===== src/rtl/prb_pkg.sv =====
package prb_pkg;

    typedef enum logic [1:0] {
        OP_CLR = 2'b00,
        OP_SET = 2'b01,
        OP_TGL = 2'b10,
        OP_MOV = 2'b11
    } bit_op_e;

    typedef enum logic [2:0] {
        RG_SFR_LO    = 3'd0,
        RG_SFR_HI    = 3'd1,
        RG_ESFR      = 3'd2,
        RG_RAM_BIT   = 3'd3,
        RG_RAM_PLAIN = 3'd4,
        RG_GPR       = 3'd5,
        RG_GAP6      = 3'd6,
        RG_GAP7      = 3'd7
    } region_e;

    typedef enum logic [1:0] {
        ST_IDLE  = 2'd0,
        ST_READ  = 2'd1,
        ST_WRITE = 2'd2
    } rmw_state_e;

    // regions with their own storage: codes 0..4
    localparam int STORED_REGIONS = 5;

endpackage


===== src/rtl/prb_addr_decode.sv =====
module prb_addr_decode
    import prb_pkg::*;
#(
    parameter  int IDX_W  = 1,
    localparam int ADDR_W = IDX_W + 4,
    localparam int WSEL_W = $clog2(STORED_REGIONS * (1 << IDX_W))
) (
    input  logic [ADDR_W-1:0] addr,
    output logic              mapped,
    output logic              bit_ok,
    output logic [WSEL_W-1:0] sel
);

    region_e          rg;
    logic             ext;
    logic [IDX_W-1:0] idx;
    int               base;

    always_comb begin
        ext    = addr[ADDR_W-1];
        rg     = region_e'(addr[IDX_W+2:IDX_W]);
        idx    = addr[IDX_W-1:0];
        mapped = 1'b0;
        bit_ok = 1'b0;
        base   = 0;
        unique case (rg)
            RG_SFR_LO, RG_RAM_PLAIN: begin
                mapped = 1'b1;
                base   = int'(rg);
            end
            RG_SFR_HI, RG_ESFR, RG_RAM_BIT: begin
                mapped = 1'b1;
                bit_ok = 1'b1;
                base   = int'(rg);
            end
            RG_GPR: begin
                // register window: always bit-capable, storage in plain RAM
                mapped = 1'b1;
                bit_ok = 1'b1;
                base   = int'(RG_RAM_PLAIN);
            end
            default: begin
                mapped = 1'b0;
                bit_ok = 1'b0;
            end
        endcase
        if (ext) begin
            mapped = 1'b0;
            bit_ok = 1'b0;
        end
        sel = WSEL_W'(base * (1 << IDX_W) + int'(idx));
    end

endmodule


===== src/rtl/prb_rmw_fsm.sv =====
module prb_rmw_fsm
    import prb_pkg::*;
(
    input  logic clk,
    input  logic rst,
    input  logic cmd_valid,
    input  logic cmd_is_word,
    input  logic cmd_mapped,
    input  logic cmd_bit_ok,
    output logic word_we,
    output logic load_cmd,
    output logic snap_en,
    output logic wb_en,
    output logic busy,
    output logic err
);

    rmw_state_e st, st_nx;
    logic       err_q;
    logic       bad_bit_cmd;

    // state register
    always_ff @(posedge clk) begin
        if (rst) st <= ST_IDLE;
        else     st <= st_nx;
    end

    // transitions
    always_comb begin
        st_nx = st;
        unique case (st)
            ST_IDLE:  if (cmd_valid && !cmd_is_word && cmd_bit_ok) st_nx = ST_READ;
            ST_READ:  st_nx = ST_WRITE;
            ST_WRITE: st_nx = ST_IDLE;
            default:  st_nx = ST_IDLE;
        endcase
    end

    // outputs
    always_comb begin
        word_we     = 1'b0;
        load_cmd    = 1'b0;
        snap_en     = 1'b0;
        wb_en       = 1'b0;
        busy        = 1'b1;
        bad_bit_cmd = 1'b0;
        unique case (st)
            ST_IDLE: begin
                busy        = 1'b0;
                word_we     = cmd_valid && cmd_is_word && cmd_mapped;
                load_cmd    = cmd_valid && !cmd_is_word && cmd_bit_ok;
                bad_bit_cmd = cmd_valid && !cmd_is_word && !cmd_bit_ok;
            end
            ST_READ:  snap_en = 1'b1;
            ST_WRITE: wb_en   = 1'b1;
            default:  busy    = 1'b0;
        endcase
    end

    always_ff @(posedge clk) begin
        if (rst) err_q <= 1'b0;
        else     err_q <= bad_bit_cmd;
    end

    assign err = err_q;

    // the read phase always leads to the write phase
    p_read_to_write_r3: assert property (@(posedge clk) disable iff (rst)
        (st == ST_READ) |=> (st == ST_WRITE));

    // the write phase always returns to idle
    p_write_to_idle_r3: assert property (@(posedge clk) disable iff (rst)
        (st == ST_WRITE) |=> (st == ST_IDLE));

    // a rejected command never starts a sequence
    p_err_not_busy_r9: assert property (@(posedge clk) disable iff (rst)
        err |-> !busy);

    // no word write is taken while a sequence is running
    p_no_word_when_busy_r11: assert property (@(posedge clk) disable iff (rst)
        busy |-> !word_we);

endmodule


===== src/rtl/prb_word.sv =====
module prb_word #(
    parameter int DATA_W = 16
) (
    input  logic              clk,
    input  logic              rst,
    input  logic [DATA_W-1:0] hw_set,
    input  logic              word_we,
    input  logic [DATA_W-1:0] word_wdata,
    input  logic              wb_en,
    input  logic [DATA_W-1:0] wb_mask,
    input  logic [DATA_W-1:0] wb_value,
    output logic [DATA_W-1:0] q
);

    logic [DATA_W-1:0] live;
    logic [DATA_W-1:0] sw_mask;
    logic [DATA_W-1:0] keep;

    always_comb begin
        live = q | hw_set;
        if (word_we)    sw_mask = '1;
        else if (wb_en) sw_mask = wb_mask;
        else            sw_mask = '0;
        keep = hw_set & ~sw_mask;
    end

    always_ff @(posedge clk) begin
        if (rst)          q <= '0;
        else if (word_we) q <= word_wdata;
        else if (wb_en)   q <= (live & ~wb_mask) | (wb_value & wb_mask);
        else              q <= live;
    end

    // a hardware set not overridden by software lands in the word
    p_hw_kept_r12: assert property (@(posedge clk) disable iff (rst)
        1'b1 |=> ((q & $past(keep)) == $past(keep)));

    // named bits take the software value
    p_sw_wins_r7: assert property (@(posedge clk) disable iff (rst)
        (wb_en && !word_we) |=> ((q & $past(wb_mask)) == ($past(wb_value) & $past(wb_mask))));

    // unnamed bits without a hardware event hold their value
    p_untargeted_r6: assert property (@(posedge clk) disable iff (rst)
        (wb_en && !word_we) |=> (((q ^ $past(q)) & ~$past(wb_mask) & ~$past(hw_set)) == '0));

    // a word write wins over a same-cycle hardware set
    p_word_write_r8: assert property (@(posedge clk) disable iff (rst)
        word_we |=> (q == $past(word_wdata)));

endmodule


===== src/rtl/prb_regbank.sv =====
module prb_regbank
    import prb_pkg::*;
#(
    parameter  int DATA_W    = 16,
    parameter  int IDX_W     = 1,
    localparam int ADDR_W    = IDX_W + 4,
    localparam int BIT_W     = $clog2(DATA_W),
    localparam int NUM_WORDS = STORED_REGIONS * (1 << IDX_W),
    localparam int HW_W      = NUM_WORDS * DATA_W
) (
    input  logic              clk,
    input  logic              rst,
    input  logic              cmd_valid,
    input  logic              cmd_is_word,
    input  logic              cmd_is_field,
    input  logic [1:0]        cmd_op,
    input  logic [ADDR_W-1:0] cmd_addr,
    input  logic [BIT_W-1:0]  cmd_bit,
    input  logic [DATA_W-1:0] cmd_mask,
    input  logic [DATA_W-1:0] cmd_wdata,
    input  logic [HW_W-1:0]   hw_set,
    input  logic [ADDR_W-1:0] rd_addr,
    output logic [DATA_W-1:0] rd_data,
    output logic              busy,
    output logic              err
);

    localparam int WSEL_W = $clog2(NUM_WORDS);

    logic              cmd_mapped, cmd_bit_ok;
    logic [WSEL_W-1:0] cmd_sel;
    logic              rd_mapped, rd_bit_ok_unused;
    logic [WSEL_W-1:0] rd_sel;
    logic              word_we, load_cmd, snap_en, wb_en;

    logic [WSEL_W-1:0] sel_q;
    bit_op_e           op_q;
    logic [DATA_W-1:0] mask_q, val_q, snap_q, mod_value;
    logic [DATA_W-1:0] words_q [NUM_WORDS];

    prb_addr_decode #(.IDX_W(IDX_W)) u_cmd_dec (
        .addr   (cmd_addr),
        .mapped (cmd_mapped),
        .bit_ok (cmd_bit_ok),
        .sel    (cmd_sel)
    );

    prb_addr_decode #(.IDX_W(IDX_W)) u_rd_dec (
        .addr   (rd_addr),
        .mapped (rd_mapped),
        .bit_ok (rd_bit_ok_unused),
        .sel    (rd_sel)
    );

    prb_rmw_fsm u_fsm (
        .clk         (clk),
        .rst         (rst),
        .cmd_valid   (cmd_valid),
        .cmd_is_word (cmd_is_word),
        .cmd_mapped  (cmd_mapped),
        .cmd_bit_ok  (cmd_bit_ok),
        .word_we     (word_we),
        .load_cmd    (load_cmd),
        .snap_en     (snap_en),
        .wb_en       (wb_en),
        .busy        (busy),
        .err         (err)
    );

    // command latch
    always_ff @(posedge clk) begin
        if (rst) begin
            sel_q  <= '0;
            op_q   <= OP_CLR;
            mask_q <= '0;
            val_q  <= '0;
        end else if (load_cmd) begin
            sel_q  <= cmd_sel;
            op_q   <= bit_op_e'(cmd_op);
            mask_q <= cmd_is_field ? cmd_mask : (DATA_W'(1) << cmd_bit);
            val_q  <= cmd_is_field ? cmd_wdata : {DATA_W{cmd_wdata[0]}};
        end
    end

    // read phase: capture the addressed word
    always_ff @(posedge clk) begin
        if (rst)          snap_q <= '0;
        else if (snap_en) snap_q <= words_q[sel_q];
    end

    // modify
    always_comb begin
        unique case (op_q)
            OP_CLR:  mod_value = '0;
            OP_SET:  mod_value = '1;
            OP_TGL:  mod_value = ~snap_q;
            OP_MOV:  mod_value = val_q;
            default: mod_value = '0;
        endcase
    end

    // storage
    for (genvar w = 0; w < NUM_WORDS; w++) begin : g_word
        prb_word #(.DATA_W(DATA_W)) u_word (
            .clk        (clk),
            .rst        (rst),
            .hw_set     (hw_set[w*DATA_W +: DATA_W]),
            .word_we    (word_we && (cmd_sel == WSEL_W'(w))),
            .word_wdata (cmd_wdata),
            .wb_en      (wb_en && (sel_q == WSEL_W'(w))),
            .wb_mask    (mask_q),
            .wb_value   (mod_value),
            .q          (words_q[w])
        );
    end

    assign rd_data = rd_mapped ? words_q[rd_sel] : '0;

    // busy lasts exactly two cycles per sequence
    p_busy_two_r3: assert property (@(posedge clk) disable iff (rst)
        $rose(busy) |=> busy);

    // an accepted bit command is never also rejected
    p_accept_excl_r9: assert property (@(posedge clk) disable iff (rst)
        load_cmd |=> !err);

endmodule


===== config.mk =====
export PLATFORM = sky130hd
export DESIGN_NAME = prb_regbank
export DESIGN_NICKNAME = d
export VERILOG_FILES = /design/src/rtl/prb_pkg.sv /design/src/rtl/prb_addr_decode.sv /design/src/rtl/prb_rmw_fsm.sv /design/src/rtl/prb_word.sv /design/src/rtl/prb_regbank.sv
export SDC_FILE = /design/constraint.sdc
export NUM_CORES = 1
export LEC_CHECK = 0
export BUFFER_PORTS_ARGS = -buffer_cell sky130_fd_sc_hd__clkbuf_2
export CAP_MARGIN = 5
export CORE_ASPECT_RATIO = 1.2
export CORE_UTILIZATION = 60
export DETAILED_ROUTE_END_ITERATION = 12
export GPL_ROUTABILITY_DRIVEN = 0
export GPL_TIMING_DRIVEN = 1
export PLACE_DENSITY = 0.81
export SYNTH_ARGS = -nofsm -noshare
export SYNTH_HDL_FRONTEND = slang
export SYNTH_SLANG_ARGS = --single-unit

===== constraint.sdc =====
create_clock -name clk -period 4.4 [get_ports clk]
set_clock_uncertainty 0.2 [all_clocks]
set_input_delay 0.44 -clock clk [delete_from_list [all_inputs] [get_ports clk]]
set_output_delay 0.44 -clock clk [all_outputs]
set_load 0.02 [all_outputs]

==> flow_metrics.py <==
metrics = {
    "synth": {
        "yosys_warnings": 0,
        "synth-edff-count": 0,
        "yosysSeqAreaShare": 0.3201,
        "synth_seq_cells": 217,
        "yosysTopAreaCellShare": 0.3201,
        "synth_flop_cell": "dfxtp_1",
        "ys_types": 51,
        "synthCells": 1525,
        "yosys.area.top_type": "dfxtp_1",
        "async_flop_share": 0,
        "synth.avg_cell_area_um2": 8.900,
        "synth_area_leaders": "dfxtp_1, o22ai_1, mux2i_1",
        "synth.most_common_cell": "o22ai_1",
        "synth.net_count": 1742,
        "synthTopCellsByCount": "o22ai_1, dfxtp_1, mux2i_1",
        "synth_area_um2": 13570,
    },
    "route": {
        "viasPerCell": 7.428,
        "wirelength_um": 46910,
        "drt_iter0_markers": 1919,
        "firstDrtPassIters": 6,
        "drc_errors": 0,
        "avgRoutedWirePerCell_um": 24.55,
        "routed-via-count": 14200,
        "antenna_left": 0,
    },
    "critical_path": {
        "crit_fanout": 17,
        "r2r-start": "u_fsm.st[0]",
        "rr_endpoint": "g_word[1].u_word.q[4]",
        "max_stage_delay_ns": 0.75,
        "reg2reg_depth": 6,
        "crit_start": "u_fsm.st[0]",
        "arrival_ns": 3.29,
        "rrSetupSlack_ns": 1.27,
        "crit_type": "reg -> reg",
        "start_kind": "flop",
        "path_cells": "inv_1 -> ha_1 -> and4b_1 -> nand3_2 -> nand2b_1 -> o22ai_1",
        "required_ns": 4.56,
        "cp_slowest_cell": "nand2b_1",
        "crit_path_end_kind": "flop",
    },
    "sta": {
        "setup_tns_ns": 0,
        "slew_headroom": 0.1591,
        "hold_viol": 0,
        "clock.fmax_mhz": 319.5,
        "period_minus_slack_ns": 3.130,
        "tightestPinTransition_ns": 1.261,
        "period_share": 0.7113,
        "setup_viol": 0,
        "drv_slew": 0,
        "hold_slack_ns": 0.0002410,
        "rsz0062_at_grt": "false",
    },
    "power_and_ir_drop": {
        "p_int_w": 0.003671,
        "p_clk_frac": 0.390,
        "switching_share": 0.2791,
        "p_leak_nw": 5.724,
        "seqPwrFrac": 0.439,
        "power_frac_comb": 0.171,
        "p_sw_w": 0.001422,
        "p_per_area_nw_per_um2": 332.7,
        "vdd_drop_max_mv": 0.3316,
    },
    "clock_tree": {
        "cts_setup_buffers": 0,
        "numCtsBuffers": 22,
        "root_buffer": "clkbuf_16",
        "ctsResizeCount": 0,
        "clk_pin_slew_ns": 0.06,
        "clockBufferDepth": 3,
        "clk_latency_ns": 0.52,
        "clock_sink_count": 217,
        "cts_tree": "yes",
        "htree_levels": 1,
    },
    "die": {
        "die_x_um": 139.3,
        "core-area_um2": 21920,
        "start_util": 0.6191,
        "die_h_um": 166.8,
        "io_pins": 231,
        "num_rows": 59,
        "die-area_um2": 23230,
    },
    "min_path": {
        "min_from": "cmd_wdata[2]",
        "min_path_type": "in -> reg",
        "hold_depth": 3,
        "min_to": "val_q[2]",
    },
    "status": {
        "status": "finished clean",
    },
    "grt": {
        "grt.total_usage": 0.3908,
        "grt_pass1_wl_um": 72020,
        "grt_pass1_vias": 12780,
        "antenna_found_initial": 1,
        "grt_max_degree": 65,
        "grt-ovfl-total": 0,
    },
    "cells_and_area": {
        "final_nets": 1840,
        "drive_gt1_frac": 0.2456,
        "num_antenna_cells": 0,
        "syn_to_final_growth_pct": 12.78,
        "post-route-util": 0.6982,
        "fillers": 1745,
    },
    "place": {
        "dpl.hpwl_um": 33580,
        "io_buffers": 230,
    },
    "flow_run": {
        "cap_violations": 0,
    },
}
logic make-up (layout without fill, tap and decap cells):
logic type                 after synthesis  after routing  synth area share
AOI/OAI and AO/OA                      570            570            0.3174
adders and majority gates                4              4          0.003687
buffers and inverters                  196            308           0.06351
DFF                                    217            217            0.3201
muxes                                  192            192            0.1621
and+or+nand+nor                        346            346            0.1333
cell type report:
class / instances / area, µm² / share of cell area
Inverter: 4 / 15.01 / 0.0009809
Clock inverter: 3 / 65.06 / 0.004250
Multi-Input combinational cell: 1112 / 8381 / 0.5475
Sequential cell: 217 / 4350 / 0.2842
Timing Repair Buffer: 266 / 1471 / 0.09613
Tap cell: 274 / 342.8 / 0.02240
Clock buffer: 35 / 681.9 / 0.04455
through the flow:
step / cell area, µm² / worst slack [ns] / cells / power [W]
after floorplan: 13570 / 1.931 / 1525 / 0.002799
after global placement: 14410 / 1.364 / 1858 / 0.003068
after detailed placement: 14410 / 1.315 / 1858 / 0.003093
after CTS: 15310 / 1.274 / 1911 / 0.005038
after global routing: 15310 / 1.040 / 1911 / 0.005228
final: 15310 / 1.270 / 1911 / 0.005093
state kept, by name, indices dropped and copies added (netlist names):
signal,cells
g_word.u_word.q,160
val_q,16
mask_q,16
u_fsm.err,1
snap_q,16
op_q,2
u_fsm.st,2
sel_q,4
critical path, delay by kind of cell (launching register included):
family,cells,cell delay (ns)
AND/OR/NAND/NOR,3,1.93
adder cells (fa/ha/maj),1,0.21
AO/OA/AOI/OAI,1,0.19
flip-flops,1,0.33
buffers and inverters,1,0.10
metal layers:
layer / track usage / share of wire / vias to the layer above
met5: 0 / 0 / -
met1: 0.5441 / 0.39 / 6631
met2: 0.5875 / 0.43 / 1106
met4: 0.1647 / 0.045 / 0
met3: 0.07706 / 0.14 / 171
li1: - / - / 6287
worst max path at each step:
stage                             to  slack, ns  cells past startpoint
2_1_floorplan            rd_data[10]       1.93                      6
3_3_place_gp              rd_data[9]       1.36                      6
3_5_place_dp              rd_data[9]       1.31                      6
4_1_cts                   rd_data[9]       1.27                      6
5_1_grt                   rd_data[4]       1.04                      6
6_report       g_word[1].u_word.q[4]       1.27                      6
cell usage in the layout (no fill, tap or decap), drive strengths merged, types with 4 or more instances in the layout:
cell type    instances
nand3                4
clkbuf             264
mux4                16
o221ai              15
ha                   4
nor2               100
mux2i              114
a311oi              79
nand2b              34
mux2                62
nor4                 7
dlygate4sd3         15
o31a                64
nand2               63
a22oi               16
o22ai              241
a211oi              16
nand3b              23
a41o                64
nand4               18
a31oi               17
nor2b               21
dfxtp              217
o21ai               31
nor3                59
buf                 22
a21oi               24
power groups by stage:
stage	Clock, W	Sequential, W	Combinational, W
floorplan	0	0.00221	0.000592
global placement	0	0.00226	0.000811
detailed placement	0	0.00227	0.000825
CTS	0.00197	0.00222	0.000843
global route	0.00206	0.00225	0.000926
finish	0.00199	0.00224	0.000871
repair_timing:
item	in CTS	in global routing
endpoints found under the hold margin	15	0
setup endpoints to repair	0	0
hold buffers	15	0
Power figures use the tool's default switching activity.
